===== config.mk =====
export PLATFORM = sky130hd
export DESIGN_NAME = raster_timing_ctrl
export DESIGN_NICKNAME = d
export VERILOG_FILES = /design/src/rtl/rtc_pkg.sv /design/src/rtl/rtc_beam.sv /design/src/rtl/rtc_regs.sv /design/src/rtl/rtc_palette.sv /design/src/rtl/raster_timing_ctrl.sv
export SDC_FILE = /design/constraint.sdc
export NUM_CORES = 1
export LEC_CHECK = 0
export CAP_MARGIN = 20
export CORE_ASPECT_RATIO = 0.5
export CORE_UTILIZATION = 45
export DETAILED_ROUTE_END_ITERATION = 6
export PLACE_DENSITY = 0.63
export SKIP_LAST_GASP = 1
export SLEW_MARGIN = 20
export SYNTH_ARGS = -nofsm -noshare
export SYNTH_HDL_FRONTEND = slang
export SYNTH_SLANG_ARGS = --single-unit

===== constraint.sdc =====
create_clock -name clk -period 2.56 [get_ports clk]
set_clock_uncertainty 0.1 [all_clocks]
set_input_delay 0.512 -clock clk [delete_from_list [all_inputs] [get_ports clk]]
set_output_delay 0.512 -clock clk [all_outputs]
set_load 0.02 [all_outputs]

===== src/rtl/rtc_pkg.sv =====
package rtc_pkg;
  localparam int REG_AW = 3;
  localparam int REG_DW = 8;

  typedef enum logic [REG_AW-1:0] {
    RA_CTRL  = 3'd0,
    RA_STAT  = 3'd1,
    RA_COLL  = 3'd2,
    RA_COLOR = 3'd3,
    RA_LINE  = 3'd4,
    RA_HPOS  = 3'd5,
    RA_RSV6  = 3'd6,
    RA_RSV7  = 3'd7
  } reg_addr_e;

  // control bit that freezes the beam-position snapshot
  localparam int CTRL_FREEZE = 1;

  // color register fields
  localparam int COL_BG_LSB   = 3;
  localparam int COL_GRID_LSB = 0;
  localparam int COL_FLD_W    = 3;
  localparam int COL_BG_BRT   = 7;
  localparam int COL_GRID_BRT = 6;
endpackage


===== src/rtl/rtc_beam.sv =====
module rtc_beam #(
  parameter int DOTS    = 228,
  parameter int LINES   = 262,
  parameter int HBL     = 43,
  parameter int VIS     = 240,
  parameter int HW      = 8,
  parameter int LW      = 9
) (
  input  logic          clk,
  input  logic          rst_n,
  input  logic          irq_ack,
  output logic [HW-1:0] hc,
  output logic [LW-1:0] ly,
  output logic          hblank,
  output logic          vblank,
  output logic          irq,
  output logic          frame_wrap
);
  logic          hc_last;
  logic [LW-1:0] ly_next;
  logic          act_start;

  assign hc_last    = (hc == HW'(DOTS - 1));
  assign ly_next    = (ly == LW'(LINES - 1)) ? '0 : ly + 1'b1;
  assign frame_wrap = hc_last && (ly == LW'(LINES - 1));
  assign act_start  = (hc == HW'(HBL - 1)) && (ly < LW'(VIS));

  always_ff @(posedge clk) begin
    if (!rst_n) begin
      hc     <= '0;
      ly     <= '0;
      hblank <= 1'b1;
      vblank <= 1'b0;
      irq    <= 1'b0;
    end else if (hc_last) begin
      hc     <= '0;
      ly     <= ly_next;
      hblank <= 1'b1;
      if (ly_next == LW'(VIS)) begin
        vblank <= 1'b1;
        irq    <= 1'b1;
      end else if (ly_next == LW'(VIS + 1) || irq_ack) begin
        irq    <= 1'b0;
      end
      if (ly_next == '0) vblank <= 1'b0;
    end else begin
      hc <= hc + 1'b1;
      if (act_start) hblank <= 1'b0;
      if (irq_ack)   irq    <= 1'b0;
    end
  end
endmodule


===== src/rtl/rtc_regs.sv =====
module rtc_regs
  import rtc_pkg::*;
#(
  parameter int HBL = 43,
  parameter int HW  = 8,
  parameter int LW  = 9
) (
  input  logic              clk,
  input  logic              rst_n,
  input  logic              rd_en,
  input  logic              wr_en,
  input  logic [REG_AW-1:0] addr,
  input  logic [REG_DW-1:0] wdata,
  input  logic [HW-1:0]     hc,
  input  logic [LW-1:0]     ly,
  input  logic              hblank,
  input  logic              vblank,
  input  logic              frame_wrap,
  output logic [REG_DW-1:0] rdata,
  output logic [REG_DW-1:0] color,
  output logic              irq_ack,
  output logic              snap_flag
);
  logic [REG_DW-1:0] ctrl_q, coll_q, line_snap, hpos_snap;
  logic [REG_DW-1:0] line_live, hpos_live, status, rd_mux;
  logic [REG_DW-1:0] hc_ext;
  reg_addr_e         ra;

  assign ra        = reg_addr_e'(addr);
  assign hc_ext    = REG_DW'(hc);
  assign line_live = REG_DW'(ly);
  assign hpos_live = hc_ext - REG_DW'(HBL);
  assign status    = REG_DW'({vblank, 1'b0, snap_flag, ~hblank});
  assign irq_ack   = rd_en && (ra == RA_CTRL);

  always_comb begin
    case (ra)
      RA_CTRL:  rd_mux = ctrl_q;
      RA_STAT:  rd_mux = status;
      RA_COLL:  rd_mux = coll_q;
      RA_COLOR: rd_mux = color;
      RA_LINE:  rd_mux = ctrl_q[CTRL_FREEZE] ? line_snap : line_live;
      RA_HPOS:  rd_mux = ctrl_q[CTRL_FREEZE] ? hpos_snap : hpos_live;
      default:  rd_mux = '0;
    endcase
  end

  always_ff @(posedge clk) begin
    if (!rst_n) begin
      ctrl_q    <= '0;
      color     <= '0;
      coll_q    <= '0;
      line_snap <= '0;
      hpos_snap <= '0;
      snap_flag <= 1'b0;
      rdata     <= '0;
    end else begin
      if (rd_en) rdata <= rd_mux;
      if (wr_en && ra == RA_CTRL) begin
        ctrl_q <= wdata;
        if (wdata[CTRL_FREEZE]) begin
          line_snap <= line_live;
          hpos_snap <= hpos_live;
          snap_flag <= 1'b0;
        end else begin
          snap_flag <= 1'b1;
        end
      end
      if (wr_en && ra == RA_COLOR) color <= wdata;
      if (frame_wrap)                      coll_q <= '0;
      else if (wr_en && ra == RA_COLL)     coll_q <= wdata;
    end
  end
endmodule


===== src/rtl/rtc_palette.sv =====
module rtc_palette
  import rtc_pkg::*;
(
  input  logic [REG_DW-1:0] color,
  input  logic              hblank,
  input  logic              vblank,
  output logic [3:0]        bg_index,
  output logic [3:0]        grid_index
);
  logic visible;
  assign visible = !hblank && !vblank;

  always_comb begin
    if (visible) begin
      bg_index   = {color[COL_BG_BRT],   color[COL_BG_LSB   +: COL_FLD_W]};
      grid_index = {color[COL_GRID_BRT], color[COL_GRID_LSB +: COL_FLD_W]};
    end else begin
      bg_index   = '0;
      grid_index = '0;
    end
  end
endmodule


===== src/rtl/raster_timing_ctrl.sv =====
module raster_timing_ctrl
  import rtc_pkg::*;
#(
  parameter int DOTS_PER_LINE   = 228,
  parameter int LINES_PER_FRAME = 262,
  parameter int HBLANK_DOTS     = 43,
  parameter int VISIBLE_LINES   = 240
) (
  input  logic              clk,
  input  logic              rst_n,
  input  logic              reg_rd,
  input  logic              reg_wr,
  input  logic [REG_AW-1:0] reg_addr,
  input  logic [REG_DW-1:0] reg_wdata,
  output logic [REG_DW-1:0] reg_rdata,
  output logic              frame_irq,
  output logic              test_pin,
  output logic              hblank,
  output logic              vblank,
  output logic [3:0]        bg_index,
  output logic [3:0]        grid_index
);
  localparam int HW = $clog2(DOTS_PER_LINE);
  localparam int LW = $clog2(LINES_PER_FRAME);

  logic [HW-1:0]     beam_hc;
  logic [LW-1:0]     beam_ly;
  logic              frame_wrap, irq_ack, snap_flag;
  logic [REG_DW-1:0] color;

  rtc_beam #(
    .DOTS(DOTS_PER_LINE), .LINES(LINES_PER_FRAME), .HBL(HBLANK_DOTS),
    .VIS(VISIBLE_LINES), .HW(HW), .LW(LW)
  ) u_beam (
    .clk(clk), .rst_n(rst_n), .irq_ack(irq_ack),
    .hc(beam_hc), .ly(beam_ly), .hblank(hblank), .vblank(vblank),
    .irq(frame_irq), .frame_wrap(frame_wrap)
  );

  rtc_regs #(.HBL(HBLANK_DOTS), .HW(HW), .LW(LW)) u_regs (
    .clk(clk), .rst_n(rst_n), .rd_en(reg_rd), .wr_en(reg_wr),
    .addr(reg_addr), .wdata(reg_wdata), .hc(beam_hc), .ly(beam_ly),
    .hblank(hblank), .vblank(vblank), .frame_wrap(frame_wrap),
    .rdata(reg_rdata), .color(color), .irq_ack(irq_ack), .snap_flag(snap_flag)
  );

  rtc_palette u_pal (
    .color(color), .hblank(hblank), .vblank(vblank),
    .bg_index(bg_index), .grid_index(grid_index)
  );

  // test pin is high whenever the beam is outside the active part of a line
  assign test_pin = hblank;
endmodule


; ---- Word-level counts from Yosys, hierarchy flattened
; Cells that the tools add are included.
[totals]
register_bits = 69
wordCells = 61
out_inout_bits = 20
[op_classes]
n_lt_le_gt_ge = 1
n_reduce_logical = 19
muxes = 13
bitwise = 2
add_sub_neg = 3
eq_ne = 11
[ops]
columns = op, n
row1 = $pmux 8 s6, 1
row2 = $eq 9x8->1 const B, 2
row3 = $mux 8, 2
row4 = $add 9x1->9 const B, 1
row5 = $eq 9x9->1 const B, 1
row6 = $logic_not 9->1, 1
row7 = $lt 9x8->1 const B, 1
row8 = $mux 9, 1
row9 = $add 8x1->8 const B, 1
row10 = $eq 8x6->1 const B, 1
row11 = $eq 8x8->1 const B, 1
row12 = $mux 4, 2
row13 = $sub 8x6->8 const B, 1
row14 = $logic_and 1x1->1, 7
row15 = $mux 1, 7
row16 = $eq 3x2->1 const B, 2
row17 = $eq 3x3->1 const B, 2
row18 = $reduce_and 2->1, 3
row19 = $reduce_bool 2->1, 2
row20 = $reduce_or 2->1, 2
row21 = $eq 3x1->1 const B, 1
row22 = $logic_not 3->1, 1
row23 = $ne 3x3->1 const B, 1
row24 = $logic_not 1->1, 2
row25 = 2 further kinds, 3

; ---- Depth between registers and ports, before layout
[logic_depth]
ltp_word = 7
mapped_depth = 8

; ---- Modules after synthesis
; A second synthesis with hierarchy kept.
[unflattened]
hier_cells = 435
hier_area_um2 = 3875.0
[modules_own_cells]
columns = mod, area_per_inst_um2, cells_each, seq_area_each_um2, n_inst
row1 = rtc_regs, 2526.2, 281, 980.9, 1
row2 = rtc_beam, 1218.7, 143, 400.4, 1
row3 = rtc_palette, 122.6, 10, 0.0, 1
row4 = raster_timing_ctrl, 7.5, 1, 0.0, 1

; ---- Worst setup path after synthesis
; OpenSTA, ideal clock, no wires.
[synth_path]
path_type = reg-to-reg
start = register u_beam.ly[0]
end = register u_beam.vblank
setup_ns = 0.116
arrival_time_ns = 1.721
synth_period_minus_slack_ns = 1.937
n_path_buf = 0
required_ns = 2.344
setup_slack_ns = 0.623
path_stages_with_launch = 7
path_cell_list = dfxtp_1 -> ha_1 -> or3_1 -> o21ai_4 -> o211ai_2 -> a2111o_1 -> o211a_1
[synth_via]
elab_chain_len = 5
elab_cells_between_ends = 8
cone_classes = 1 x add/sub / 2 x eq/ne / 2 x mux / 3 x reduce/logical
[synth_rtl]
columns = item, line_no
row1 = start: declaration, rtc_beam.sv:13  ; output logic [LW-1:0] ly,
row2 = start signal: assignment, rtc_beam.sv:37  ; ly <= ly_next;
row3 = $add 9x1->9 / $eq 9x9->1 (equally long branches), rtc_beam.sv:24  ; assign ly_next = (ly == LW'(LINES - 1)) ? '0 : ly + 1'b1;
row4 = $mux 9 *, rtc_beam.sv:24
row5 = $eq 9x8->1 / $logic_not 9->1 (equally long branches), "rtc_beam.sv:39, rtc_beam.sv:45"
row6 = $reduce_bool 2->1 (no line), --
row7 = $reduce_and 2->1 (no line), --
row8 = end signal: assignment, rtc_beam.sv:33  ; vblank <= 1'b0;
row9 = end signal: assignment, rtc_beam.sv:40  ; vblank <= 1'b1;
row10 = end signal: assignment, rtc_beam.sv:45  ; if (ly_next == '0) vblank <= 1'b0;
row11 = end: declaration, rtc_beam.sv:15  ; output logic vblank,
; Mark *: on every way between the ends. The rest lies on a longest branch, timed or not.
; A chain may end at the register's enable or synchronous reset.

; ---- Final worst setup path
[layout_path]
start = register u_beam.hblank
end = output port grid_index[2]
[layout_via]
elab_chain_len = 3
[layout_rtl]
columns = item, line_no
row1 = start: declaration, rtc_beam.sv:14  ; output logic hblank,
row2 = start signal: assignment, rtc_beam.sv:32  ; hblank <= 1'b1;
row3 = start signal: assignment, rtc_beam.sv:38  ; hblank <= 1'b1;
row4 = start signal: assignment, rtc_beam.sv:48  ; if (act_start) hblank <= 1'b0;
row5 = $logic_not 1->1, rtc_palette.sv:11  ; assign visible = !hblank && !vblank;
row6 = $logic_and 1x1->1, rtc_palette.sv:11
row7 = $mux 4, rtc_palette.sv:14  ; if (visible) begin
row8 = end: declaration, raster_timing_ctrl.sv:21  ; output logic [3:0] grid_index
; Every way passes these cells.

==> metrics.txt <==
Worst EP required 1.95 ns; initial antenna violation count 0; Fmax 419.1 MHz; Placement Setup Slack 0.1675 ns; Std-Cell Rows 22; Clock transition at path regs 0.06 ns; post-placement cell count 565; Vias 3294; ys flop type dfxtp_1; cell breakdown of the critical path nor2_1 > buf_4 > and2_1 > clkdlybuf4s50_1; hold_sp u_regs.line_snap[4]$_SDFFE_PN0P_; CTS resizes 0; drt via density 5.670; critical path peak fanout 8; layout cell share with drive strength beyond 1 0.1078; placed instance area 4081 sq um; final setup vio count 0; hold path depth 2; Initial DRT Pass Iterations 5; RePlAce Congestion 0.9080; worst-skew pair later-pin latency 0.34 ns; pwr/cell area 593.7 nW/um^2; TritonCTS clock tree built; Cell Area, Synth 3637 sq um; cts hold-fix bufs 0; Final #Nets 487; Max IR drop VDD 0.3787 mV; outcome complete, no violations; sequential fraction of the synthesis area 0.3798; Ports 35; post-route cell area 4394 sq um; vias in the first global route 3107; Mapped Nets 451; per-cell routed wire length 16.70 um; DRC 0; root buf cell clkbuf_16; yosys warns 0; Met1 Routed Length 4.753 mm; fin worst setup slack 0.1740 ns; DR iter-0 viols 258; RR Startpoint u_beam.ly[1]$_SDFFE_PN0P_; Critical Path AT 1.77 ns; Max stage delay cell, worst path clkdlybuf4s50_1; total wire length 9.705 mm; r2r setup slk 0.19 ns; Hold Crit Class reg -> reg; core area 7570 sq um; first-pass GRT wire length 15.69 mm; HPWL after detailed placement 7.009 mm; FF-to-FF End u_beam.vblank$_SDFFE_PN0P_; top sig layer met4; CTS max path bufs 2; die area 8468 sq um; final cycle utilization of the critical path 0.9320; number of synthesized register bits 69; Non-Filler Instances 581; hold path endpoint u_regs.line_snap[4]$_SDFFE_PN0P_; Async SR Flop Fraction 0; Static Leak 1.567 nW; diode count 0; relative slew slack 0.6898; Buffers on Ports 34; crit-path max cell delay 0.61 ns; H-tree depth 3; Worst Reg-to-Reg Cells 6; count of cell types in the netlist 67; Mean Syn Cell Area 8.420 sq um; Area growth, synth to finish 20.81%; post-route ant nets 0; setup tns final 0 ns; element type at the critical path end output pin; total setup buffers inserted after CTS 0; Final Critical Period 2.386 ns; startpoint types flop; final hold vios 0; buffers and inverters on the worst path 2; GR Overflow Total 0; Post-synth EDFFs 0; GR Util All Layers 0.2500; Pins Over Slew Limit 0; max-cap check violation count 0; CP Class reg -> out; Detail Route met3 WL 582 um; Post-Syn Instances 432; largest net degree at the start of global routing 27; delay-heaviest family, CP buffers and inverters; RSZ-0062 raised after global routing false; CTS sink count 69; Worst-Margin Slew 0.4646 ns; WL met2 4.261 mm; Die H 65.57 um; Starting Density 0.4805; Num CTS Buffers 9; Chip Width 129.1 um
==> layer usage <==
metal / track usage / vias up
met5: 0 / -
met2: 0.3898 / 100
met1: 0.3387 / 1580
li1: - / 1604
met3: 0.06107 / 10
met4: 0.08235 / 0
==> cell usage in the layout (no fill, tap or decap), types with 2 or more instances in the layout <==
master,instances
nand2_1,81
dfxtp_1,69
clkdlybuf4s50_1,34
nor2_1,28
a21boi_0,21
buf_4,21
a21oi_1,19
o21ai_0,17
and2_1,14
nand3_1,12
a22o_1,11
inv_1,9
nand4_1,9
xor2_1,9
clkbuf_16,9
xnor2_1,8
a31oi_1,7
mux2i_1,7
nor3_1,5
mux2_2,5
nor2b_1,4
a211oi_1,4
or3_1,4
ha_1,4
o21a_1,3
o211a_1,3
o31ai_1,3
a211o_1,3
nand2b_1,3
clkbuf_8,3
and3_1,2
o21bai_1,2
o22ai_1,2
a2111oi_0,2
a222oi_1,2
==> cell families after synthesis <==
kind of cell,synth area share
adders and majority gates,0.01376
muxes,0.04093
buffers and inverters,0.06123
and+or+nand+nor,0.2267
xor gates and xnor gates,0.04094
AOI/OAI and AO/OA,0.2367
DFF,0.3798
==> worst register-to-register path, delay by kind of cell, from the launching register on <==
kind | cells | cell delay [ns]
flops | 1 | 0.57
fa+ha+maj | 1 | 0.40
compound gates | 3 | 0.71
simple gates | 2 | 0.49
==> how the worst max path moves through the flow <==
stage,cells after the start,endpoint,from
3_5_place_dp,6,u_regs.rdata[6]$_SDFFE_PN0P_,reg_addr[2]
6_report,4,grid_index[2],u_beam.hblank$_SDFFE_PP1P_
5_1_grt,6,u_beam.irq$_SDFFE_PN0P_,u_beam.ly[1]$_SDFFE_PN0P_
2_1_floorplan,6,u_beam.vblank$_SDFFE_PN0P_,u_beam.ly[0]$_SDFFE_PN0P_
4_1_cts,4,grid_index[2],u_beam.hblank$_SDFFE_PP1P_
3_3_place_gp,6,u_regs.rdata[6]$_SDFFE_PN0P_,reg_addr[2]
==> layout make-up <==
cell class / instances / area (sq um)
clock buffer: 13 / 270.3
clock inverter: 3 / 42.54
inverter: 9 / 33.78
fill: 696 / 3176
timing repair buffer: 55 / 498.0
sequential: 69 / 1381
multi-input combinational: 324 / 2033
tap: 108 / 135.1
==> synth_stat cells (3+ instances only) <==
cell / number / area share
nand2_1: 81 / 0.084
dfxtp_1: 69 / 0.38
nor2_1: 28 / 0.029
a21boi_0: 21 / 0.043
a21oi_1: 19 / 0.026
o21ai_0: 17 / 0.023
and2_1: 14 / 0.024
buf_2: 12 / 0.017
nand3_1: 12 / 0.017
a22o_1: 11 / 0.026
inv_1: 9 / 0.0093
nand4_1: 9 / 0.015
xor2_1: 9 / 0.022
xnor2_1: 8 / 0.019
a31oi_1: 7 / 0.012
mux2i_1: 7 / 0.019
buf_4: 6 / 0.012
buf_6: 5 / 0.015
mux2_2: 5 / 0.015
nor3_1: 5 / 0.0069
a211oi_1: 4 / 0.0083
clkbuf_1: 4 / 0.0041
ha_1: 4 / 0.014
nor2b_1: 4 / 0.0069
or3_1: 4 / 0.0069
a211o_1: 3 / 0.0072
nand2b_1: 3 / 0.0052
o211a_1: 3 / 0.0083
o21a_1: 3 / 0.0062
o31ai_1: 3 / 0.0062
==> per-stage QoR <==
stage / util / power [mW] / hold WS (ns)
6_report: 0.5805 / 2.609 / 0.3565
3_5_place_dp: 0.5392 / 1.330 / 0.3420
5_1_grt: 0.5805 / 2.692 / 0.3804
3_3_place_gp: 0.5392 / 1.327 / 0.3311
2_1_floorplan: - / 1.244 / 0.3163
4_1_cts: 0.5805 / 2.620 / 0.3589
==> where the power goes <==
part | switching [mW] | internal [mW] | leakage (nW) | total (mW)
Sequential | 0.0207 | 1.10 | 0.559 | 1.12
Combinational | 0.109 | 0.0845 | 0.857 | 0.194
Clock | 0.467 | 0.832 | 0.152 | 1.30
==> flip-flops by register name (all words and copies together) (netlist names) <==
signal and count:
u_beam.vblank 1, u_regs.rdata 8, u_beam.hc 8, u_regs.coll_q 8, u_regs.line_snap 8, u_regs.snap_flag 1, u_beam.hblank 1, u_beam.irq 1
u_regs.color 8, u_regs.ctrl_q 8, u_regs.hpos_snap 8, u_beam.ly 9
No activity file was read; power rests on OpenSTA's default activity.
